**config.mk**
```make
export PLATFORM = sky130hd
export DESIGN_NAME = deskew_train_tx
export DESIGN_NICKNAME = d
export VERILOG_FILES = /design/src/rtl/deskew_train_tx.sv
export SDC_FILE = /design/constraint.sdc
export NUM_CORES = 1
export LEC_CHECK = 0
export CORE_MARGIN = 10
export CORE_UTILIZATION = 44
export DETAILED_ROUTE_END_ITERATION = 16
export GPL_TIMING_DRIVEN = 0
export PLACE_DENSITY = 0.8
export SLEW_MARGIN = 20
export SYNTH_ARGS = -nofsm -noshare
export SYNTH_HDL_FRONTEND = slang
export SYNTH_SLANG_ARGS = --single-unit
```
**constraint.sdc**
```tcl
create_clock -name clk -period 2.3 [get_ports clk]
set_input_delay 0.345 -clock clk [delete_from_list [all_inputs] [get_ports clk]]
set_output_delay 0.345 -clock clk [all_outputs]
set_load 0.1 [all_outputs]
```
**src/rtl/deskew_train_tx.sv**
```systemverilog
module deskew_train_tx #(
  parameter int DW = 16,
  parameter int AW = 4,
  parameter int HALF = 10,
  parameter int BP_LIMIT = 32,
  parameter logic [DW-1:0] PAT_A = DW'(16'h0FFF),
  parameter logic [DW-1:0] PAT_B = DW'(16'hF000),
  parameter logic [DW-1:0] IDLE_WORD = DW'(16'h0000),
  parameter logic [DW-1:0] DEAD_WORD = DW'(16'hFF3F)
) (
  input  logic          clk,
  input  logic          rst_n,
  input  logic          deskew_en,
  input  logic [AW-1:0] alpha,
  input  logic          train_req,
  input  logic          bp,
  input  logic          force_train,
  input  logic          frm_valid,
  input  logic [DW-1:0] frm_data,
  input  logic          frm_ctl,
  input  logic          frm_last,
  output logic          frm_ready,
  output logic [DW-1:0] tx_data,
  output logic          tx_ctl,
  output logic          tx_par,
  output logic          tx_prot
);
  localparam int PAT_LEN = 2 * HALF;
  localparam int WCW = $clog2(PAT_LEN);
  localparam int BPW = $clog2(BP_LIMIT);

  logic [WCW-1:0] tr_word, nxt_word;
  logic [AW-1:0]  tr_rep, tr_alpha, alpha_eff;
  logic [BPW-1:0] bp_cnt;
  logic tr_act, pend, in_frame, fill_odd, fill_act;
  logic tr_last, tr_busy, bp_hit, req_any, start_tr, take_frm, take_fill, wrap;
  logic [DW-1:0] fill_word;

  assign alpha_eff = (alpha == '0) ? AW'(1) : alpha;
  assign wrap      = tr_word == WCW'(PAT_LEN - 1);
  assign tr_last   = wrap && (tr_rep == tr_alpha - 1'b1);
  assign tr_busy   = tr_act && !tr_last;
  assign bp_hit    = deskew_en && bp && (bp_cnt == BPW'(BP_LIMIT - 1));
  assign req_any   = pend || train_req || bp_hit;
  assign start_tr  = !tr_busy && req_any && (!in_frame || force_train);
  assign frm_ready = !tr_busy && !start_tr;
  assign take_frm  = frm_ready && frm_valid;
  assign take_fill = frm_ready && !frm_valid;
  assign nxt_word  = (start_tr || wrap) ? '0 : tr_word + 1'b1;
  assign fill_word = fill_odd ? DEAD_WORD : IDLE_WORD;

  always_ff @(posedge clk) begin
    if (!rst_n) begin
      tr_act   <= 1'b0;
      tr_word  <= '0;
      tr_rep   <= '0;
      tr_alpha <= AW'(1);
      pend     <= 1'b0;
      bp_cnt   <= '0;
      in_frame <= 1'b0;
      fill_odd <= 1'b0;
      fill_act <= 1'b0;
    end else begin
      pend   <= req_any && !start_tr;
      bp_cnt <= (!(deskew_en && bp) || bp_hit || start_tr) ? '0 : bp_cnt + 1'b1;
      if (start_tr) begin
        tr_act   <= 1'b1;
        tr_word  <= '0;
        tr_rep   <= '0;
        tr_alpha <= alpha_eff;
        in_frame <= 1'b0;
      end else if (tr_busy) begin
        tr_word <= nxt_word;
        if (wrap) tr_rep <= tr_rep + 1'b1;
      end else begin
        tr_act <= 1'b0;
      end
      if (take_frm) in_frame <= !frm_last;
      fill_act <= take_fill;
      if (take_fill) fill_odd <= !fill_odd;
    end
  end

  always_ff @(posedge clk) begin
    if (!rst_n) begin
      tx_data <= '0;
      tx_ctl  <= 1'b0;
      tx_par  <= 1'b0;
      tx_prot <= 1'b0;
    end else if (start_tr || tr_busy) begin
      tx_data <= (nxt_word < WCW'(HALF)) ? PAT_A : PAT_B;
      tx_ctl  <= nxt_word < WCW'(HALF);
      tx_par  <= nxt_word < WCW'(HALF);
      tx_prot <= !(nxt_word < WCW'(HALF));
    end else if (take_frm) begin
      tx_data <= frm_data;
      tx_ctl  <= frm_ctl;
      tx_par  <= ^frm_data;
      tx_prot <= 1'b0;
    end else begin
      tx_data <= fill_word;
      tx_ctl  <= !fill_odd;
      tx_par  <= ^fill_word;
      tx_prot <= 1'b0;
    end
  end


  train_word_chk: assert property (@(posedge clk) disable iff (!rst_n)
    tr_act |-> ((tx_data == PAT_A && tx_ctl && tx_par && !tx_prot) ||
                (tx_data == PAT_B && !tx_ctl && !tx_par && tx_prot)));


  no_cut_chk: assert property (@(posedge clk) disable iff (!rst_n)
    tr_busy |=> tr_act);


  pend_serve_chk: assert property (@(posedge clk) disable iff (!rst_n)
    (pend && !tr_busy && !in_frame) |=> tr_act);


  frame_hold_chk: assert property (@(posedge clk) disable iff (!rst_n)
    (in_frame && !force_train && !tr_act) |=> !tr_act);


  bp_trig_chk: assert property (@(posedge clk) disable iff (!rst_n)
    bp_hit |=> (tr_act || pend));


  fill_alt_chk: assert property (@(posedge clk) disable iff (!rst_n)
    (fill_act && $past(fill_act)) |-> tx_data != $past(tx_data));


  ready_bits_chk: assert property (@(posedge clk) disable iff (!rst_n)
    fill_act |-> (tx_data[7:6] == 2'b00 && !tx_prot));
endmodule

```
==> results of run 1 <==
==> synthesized netlist by cell type (all sizes together) (2+ instances only) <==
cell	n	share of area, %
o22ai	2	0.62
o32ai	2	0.87
ha	5	3.1
and2	5	1.6
nor3	4	1.6
a21boi	5	1.9
and3	2	0.62
o21ai	12	3.2
inv	10	1.9
nor3b	2	0.75
and3b	2	0.87
nor2	13	2.4
clkbuf	6	1.1
dfxtp	41	41
xor2	4	1.7
a21oi	22	6.0
xnor2	19	8.3
o21a	8	3.0
nor2b	2	0.62
mux2i	4	2.0
nand2	33	6.1
buf	4	1.1
nand3	5	1.2
==> flip-flops by register name (all words and copies together) (netlist names) <==
name      flops
bp_cnt        5
tr_act        1
tx_data      16
pend          1
tx_par        1
tr_alpha      4
fill_odd      1
tr_rep        4
tx_ctl        1
tx_prot       1
in_frame      1
tr_word       5
==> per-stage QoR <==
step / hold slack [ps] / worst slack [ps] / instance area, sq um
after floorplan: 417.9 / 38.37 / 2027
after global placement: 431.8 / -1001 / 2572
after detailed placement: 440.3 / -1020 / 2572
after CTS: 481.3 / -225.9 / 2755
after global routing: 498.1 / -244.4 / 2839
final: 477.2 / -171.0 / 2839
==> critical path, delay by kind of cell, from the launching register on <==
family	cells	cell delay (ps)
AO/OA/AOI/OAI	3	580
buffers and inverters	3	420
AND/OR/NAND/NOR	1	180
flip-flops	1	340
adder cells (fa/ha/maj)	2	300
==> per-layer routing <==
layer / GRT usage (%) / up-vias / share of wire [%]
met4: 7.101 / 0 / 2.7
met3: 3.900 / 14 / 5.8
met1: 18.19 / 888 / 43
li1: - / 934 / -
met2: 23.54 / 57 / 49
met5: 0 / - / 0
==> final cells by class <==
class | instances | area (sq um)
Buffer | 10 | 63.81
Clock buffer | 6 | 72.57
Clock inverter | 2 | 10.01
Fill cell | 354 | 1545
Inverter | 10 | 41.29
Multi-Input combinational cell | 170 | 1187
Sequential cell | 41 | 823.3
Tap cell | 52 | 65.06
Timing Repair Buffer | 57 | 575.6
==> power by group <==
group	switching, uW	leakage, uW	internal, uW	total, uW
clock	259	0.0000450	211	469
combinational	361	0.000692	206	567
sequential	21.8	0.000338	748	770
total	642	0.00108	1160	1810
==> cell families after synthesis <==
group | after synthesis
AND/OR/NAND/NOR | 75
AO/OA/AOI/OAI | 62
flip-flops | 41
XOR/XNOR | 23
buffers and inverters | 20
adder cells (fa/ha/maj) | 5
multiplexers | 4
==> what timing repair did <==
| action | CTS | global route |
|---|---|---|
| resized for setup | 17 | 9 |
| buffers inserted | 6 | 3 |
| cloned | 1 | 1 |
| setup endpoints to repair | 11 | 24 |
| pin swaps | 4 | 4 |
==> final timing paths <==
check / end / slack [ps]
setup reg to reg: fill_odd$_SDFFE_PN0P_ / -20
setup / recovery: frm_ready / -170
hold / removal: tr_alpha[3]$_SDFFE_PN0P_ / 480
hold reg to reg: tr_alpha[3]$_SDFFE_PN0P_ / 480
==> out/summary.md, run 1 <==
Compared with the post-synthesis result, the final layout area differs by 40.93%. Clock-pin slew was measured on the worst setup and hold paths at 80 ps. The die covers 0.007684 sq mm. For this run, the detailed router's first-pass iteration total came to 4.

Main combinational cell family by area after synthesis: compound AO/OA/AOI/OAI gates. Dividing the detail-routed wire length by the instance count gives 16.34 um. For this run, the slowest stage of the critical path takes 340 ps. The clock latency of the later-clocked register in the worst-skew pair was 300 ps. The element type at the critical path start was a register. The count of hold-fix buffers inserted at cts was 0; the simple-gate share of the synthesized area was 19.19%. Across the VDD grid, the largest voltage drop is 413.9 uV. After synthesis, flip-flops and latches occupy 40.75% of the total area. 49 I/O pins were placed.

The net count of the finished layout is 329. The number of buffers added on ports was 48; the post-synthesis adder-cell area fraction was 3.106%. The CTS buffer count was 5.

Dividing the detail-routed via count by the number of cells gives 5.440. The tools report the violation count after the first detailed-route iteration as 107. For this design the ratio of total power to cell area is 636.2 mW/mm^2. The cell area that synthesis handed to floorplanning was 0.002014 sq mm.

The final reports fail on negative setup slack. The detail route stage leaves a number of antenna-violating nets equal to 0. The run finished, with violations left.

Setup violations remaining at the end of the flow were counted as 2. The number of endpoints with negative hold slack in the final report came out at 0. The launching point of the worst reg2reg path is bp_cnt[0]$_SDFF_PP0_. The floorplan step defined a core boundary enclosing 0.004384 sq mm. After synthesis, the share of cell area in mux cells is 1.988%. The HPWL after detailed placement is 3977 um.

The critical-path maximum fanout was 3; the global-route wire length before repair was 9190 um. The critical path class is register to output pin. The slowest stage of the critical path is the sky130_fd_sc_hd__dfxtp_2 cell. The startpoint identified for the worst hold timing path is tr_alpha[3]$_SDFFE_PN0P_. The number of nets in the synthesized netlist is 264. The critical path goes through ha_4 -> and3_4 -> ha_4 -> a311o_1 -> a21oi_2 -> a41oi_2 -> buf_6 -> clkinvlp_4 -> buf_12. Measured along the x axis, the die boundary spans 87.66 um. The library cells used most frequently in the layout, excluding fill and tap cells, are 47 x sky130_fd_sc_hd__clkdlybuf4s50_1, 39 x sky130_fd_sc_hd__dfxtp_1, 32 x sky130_fd_sc_hd__nand2_1. The cell count after synthesis came out at 230. The clock net in this run drives a total of 41 sinks.

At the worst endpoint, the arrival time is 2130 ps. The final weighted congestion in routability-driven placement is 0.9188, and the setup slack of the critical path after layout is -171.0 ps. The initialized floorplan defines 24 standard-cell rows. Counting along the longest clock path gives a buffer depth of 2.

The tools report the maximum clock frequency as 404.7 MHz. Wires add up to 5685 um. The area fraction in compound gates after synthesis is 20.87%. TritonCTS built the clock tree. The floorplan step set the die height to 87.66 um. The number of placed instances with taps included was 330; the initial antenna violation count was 0.

The cell that appears most often on the critical path is sky130_fd_sc_hd__ha_4. The run gives 0 as the antenna diode count. The post-synthesis register bit count was 41. In the synthesized netlist the async set-or-reset flop fraction comes to 0%.

Adding up every negative setup slack in the final design gives -191.9 ps. Depth of the worst register-to-register path: 9. The tools report the critical path required time as 1960 ps. The number of max-capacitance violations reported came out at 0. After global routing the overflow that remains totals 0.

Setup repair after global routing could not meet its margin everywhere. In this run, distinct cell masters in the synthesized netlist total 47. CTS built an H-tree with a depth of 2. Of the total synthesized cell area, the portion taken by XOR and XNOR cells is 10.00%. After layout, the worst path uses 107.4% of the clock period. For the pin with the worst max-slew slack, the measured transition is 1002 ps. The leakage component of the power came out at 0.001076 uW.

Summing internal, switching and leakage power gives 1806 uW. STA classifies the critical path endpoint as an output pin. Averaged over all synthesized cells, the footprint is 8.758 sq um. Measured on the finished design, the core utilization comes to 64.75%.

The finished layout holds 348 standard cells, fillers aside. For this block, the via count after detailed routing is 1893. The critical path starts at bp_cnt[0]$_SDFF_PP0_.

The post-route netlist has 14.53% of its cells at a drive strength greater than 1. The run gives 14.83% as the total routing resource utilization after global routing. Most instantiated flip-flop cell in the synthesis netlist: sky130_fd_sc_hd__dfxtp_1. Entering global routing, the biggest net connects 13 pins.

The class of the worst hold path was register to register. After detailed routing, the number of remaining DRC violations is 0. For this configuration, the core starts out at a cell density of 45.95%. Leaving out fill and tap cells, the most frequent cell in the layout is sky130_fd_sc_hd__clkdlybuf4s50_1.

The number of warnings issued by yosys was 0; the final setup skew was 2.991 ps. Counting I/O delays and the setup requirement, the final critical path takes 2471 ps. Counting flops with a built-in enable in the synthesized netlist gives 0. The worst hold path cell count was 2. The relative slew slack was 33.00%.

The tree is rooted in a sky130_fd_sc_hd__clkbuf_8. The run gives 1874 as the number of global-route vias before repair. The final number of max-transition violations is 0.
No activity file was read; power rests on OpenSTA's default activity.
==> inputs of run 2 (changes only) <==
CORE_MARGIN = default   (was 10)
HOLD_SLACK_MARGIN = 0.15   (was default)
==> run 2 against run 1 <==
  * The run still ends with negative setup slack left
  * Critical path type unchanged
  * Die area fell by 37%
  * Sequential share of layout area up 0.75 points
  * Sequential power barely moved
  * Final cell count fell by 1.4%
  * Fmax rose by 1.1%
  * Combinational power shrank 4.8%
  * Setup slack gained 27 ps
  * Critical endpoint unchanged
  * Critical path depth stayed put
  * Clock skew up 2.3 ps
  * Utilization decreased by 1.6 points
  * Final area shrank 2.5%
==> out/summary.md, run 2 (synthesis gave the netlist of run 1 again) <==
Leading registers by flop count: tx_data x16, bp_cnt x5, tr_word x5 (unchanged). Cell area power density: 635.7 mW/mm^2 (was 636.2 mW/mm^2). The class of the worst hold path is register to register (unchanged). The initial core utilization is 45.95% (unchanged). Violations in the final reports: negative setup slack (unchanged). The critical-path maximum fanout works out to 3 (unchanged).

The number of flip-flops under the largest register name is 16 (unchanged). The share of layout cells above drive strength 1 works out to 12.71% (was 14.53%). The aggregate negative setup slack was -144.5 ps (was -191.9 ps).

The tools report the number of max-capacitance violations reported as 0 (unchanged). The setup slack of the critical path after layout came out at -144.5 ps (was -171.0 ps). Wire length per cell: 13.83 um (was 16.34 um).

The most flop-heavy register is tx_data (unchanged). Setup repair after global routing could not meet its margin everywhere. The clock-pin slew reported for the worst setup and hold paths after clock tree synthesis works out to 70 ps (was 80 ps). The tools report the number of endpoints with negative hold slack in the final report as 0 (unchanged).

The final setup skew was 5.251 ps (was 2.991 ps); the overall die height was 69.66 um (was 87.66 um). The initial antenna violation count is 0 (unchanged). For the total number of H-tree levels, the log shows 2 (unchanged). The buffer levels on the longest clock path was 2 (unchanged); the aggregate routed wire length was 4742 um (was 5685 um).

The logs give 20.57% (was 14.83%) for the total routing resource utilization after global routing and 4 (unchanged) for the first-pass detailed-route iteration total. The total grt overflow is 0 (unchanged). Most used cells in the layout excluding fill and tap cells: 47 x sky130_fd_sc_hd__clkdlybuf4s50_1, 39 x sky130_fd_sc_hd__dfxtp_1, 32 x sky130_fd_sc_hd__nand2_1 (unchanged).

The pin slew with the least headroom to its limit is 1008 ps (was 1002 ps). The logs give 41 (unchanged) for the number of sinks handled by clock tree synthesis and 370 (was 354) for the count of filler cells inserted in the layout. The logs give 0.8289 (was 0.9188) for the final weighted congestion in routability-driven placement and 0.002768 sq mm (was 0.002839 sq mm) for the area of all placed cells without fillers. TritonCTS built the clock tree.

Final-report setup violation count: 1 (was 2). The signed area change from the synthesized netlist to the final layout came out at 37.39% (was 40.93%). The critical path capture point type was an output pin (unchanged). The run gives 3449 um (was 3977 um) as the final HPWL from detailed placement.

The clock latency of the later-clocked register in the worst-skew pair was 290 ps (was 300 ps); the arrival time of data at the critical path endpoint was 2100 ps (was 2130 ps). The overall die width was 69.66 um (was 87.66 um); the critical path required time was 1960 ps (about the same). The area of the placeable core was 0.004384 sq mm (unchanged). Most frequent standard cell in the layout excluding fill and tap cells: sky130_fd_sc_hd__clkdlybuf4s50_1 (unchanged). The cell area after placement is 0.002572 sq mm (unchanged).

The clock root buffer was sky130_fd_sc_hd__clkbuf_8 (unchanged). The clock period minus worst slack is 2444 ps (was 2471 ps), and the number of nets in the finished design is 324 (was 329). The violation count after the first detailed-route iteration came out at 83 (was 107).

The die outline area was 0.004853 sq mm (was 0.007684 sq mm). For the relative slew slack, the log shows 32.59% (was 33.00%). The run finished, with violations left.

Number of DRC violations after detailed routing: 0 (unchanged). The overall power after layout is 1759 uW (was 1806 uW), and the number of top-level pins is 49 (unchanged). The number of vias per cell is 5.207 (was 5.440). Post-detailed-route count of antenna-violating nets: 0 (unchanged). Total via count in the routed design: 1786 (was 1893). The number of buffers added on ports works out to 48 (unchanged). The tools report the CTS buffer count as 5 (unchanged).

The tools report the element type at the critical path start as a register (unchanged). The run gives 7921 um (was 9190 um) as the global-route wire length before repair. The maximum VDD drop was 363.6 uV (was 413.9 uV).

The tools report the maximum clock frequency as 409.1 MHz (was 404.7 MHz). The critical path class is register to output pin (unchanged). The leakage component of the power is 0.001036 uW (was 0.001076 uW). Antenna diode count: 0 (unchanged). The pin count of the biggest net entering global routing came out at 13 (unchanged).

The run gives 24 (unchanged) as the number of standard-cell rows in the floorplan. For the number of global-route vias before repair, the log shows 1706 (was 1874). For the final number of max-transition violations, the log shows 0 (unchanged). The post-route fraction of the period consumed by the critical path was 106.3% (was 107.4%).
==> run 2: cell count changes in the layout (fill, tap and decap cells not counted) <==
cell,before,now
sky130_fd_sc_hd__a21oi_1,19,20
sky130_fd_sc_hd__a21oi_2,2,1
sky130_fd_sc_hd__buf_12,2,1
sky130_fd_sc_hd__buf_4,8,5
sky130_fd_sc_hd__clkbuf_16,1,0
==> run 2: routing by layer <==
| metal | part of all wire [%] | GRT usage, % |
|---|---|---|
| met1 | 48 | 27.13 |
| met2 | 49 | 33.55 |
| met3 | 2.6 | 4.506 |
| met4 | 0.40 | 6.444 |
| met5 | 0 | 0 |
==> run 2: critical path: stages, from the launching register on <==
cell and delay (ps):
sky130_fd_sc_hd__dfxtp_2 340, sky130_fd_sc_hd__ha_4 150, sky130_fd_sc_hd__and3_4 180, sky130_fd_sc_hd__ha_4 150, sky130_fd_sc_hd__a311o_1 330, sky130_fd_sc_hd__a21oi_2 180, sky130_fd_sc_hd__a41oi_2 60, sky130_fd_sc_hd__buf_6 170
sky130_fd_sc_hd__clkinvlp_4 80, sky130_fd_sc_hd__buf_12 170
==> run 2: layout make-up <==
type	instances	area (sq um)	area share, %
clock buffer	6	72.57	2.622
buffer	10	51.30	1.854
tap	52	65.06	2.351
timing repair buffer	52	520.5	18.81
inverter	10	41.29	1.492
sequential	41	823.3	29.75
multi-input combinational	170	1184	42.77
clock inverter	2	10.01	0.3617
==> run 2: path summary, 6_finish.rpt <==
check,from,endpoint,slack [ps],cells after the start
max reg2reg,bp_cnt[0]$_SDFF_PP0_,fill_odd$_SDFFE_PN0P_,80,9
min reg2reg,bp_cnt[0]$_SDFF_PP0_,bp_cnt[0]$_SDFF_PP0_,440,1
min,bp_cnt[0]$_SDFF_PP0_,bp_cnt[0]$_SDFF_PP0_,440,1
max,bp_cnt[0]$_SDFF_PP0_,frm_ready,-140,9
==> run 2: what timing repair did <==
action                     in CTS  in global routing
resized for setup              17                  5
hold buffers                    0                  0
gates cloned                    1                  0
setup buffers                   4                  0
pin swaps                       4                  2
setup endpoints to repair      11                 17
==> run 2: stage by stage <==
step | setup slack [ps] | hold slack, ps | instances | util, %
CTS | -215.5 | 446.2 | 343 | 62.50
finish | -144.5 | 444.8 | 343 | 63.13
global route | -214.0 | 454.9 | 343 | 63.13
floorplan | 38.37 | 417.9 | 230 | -
detailed placement | -1001 | 447.4 | 330 | 58.68
global placement | -980.5 | 429.6 | 330 | 58.68
==> run 2: power breakdown <==
part / internal [uW] / leakage, uW / switching, uW
Clock: 210 / 0.0000450 / 239
Sequential: 748 / 0.000338 / 21.9
Combinational: 190 / 0.000652 / 350
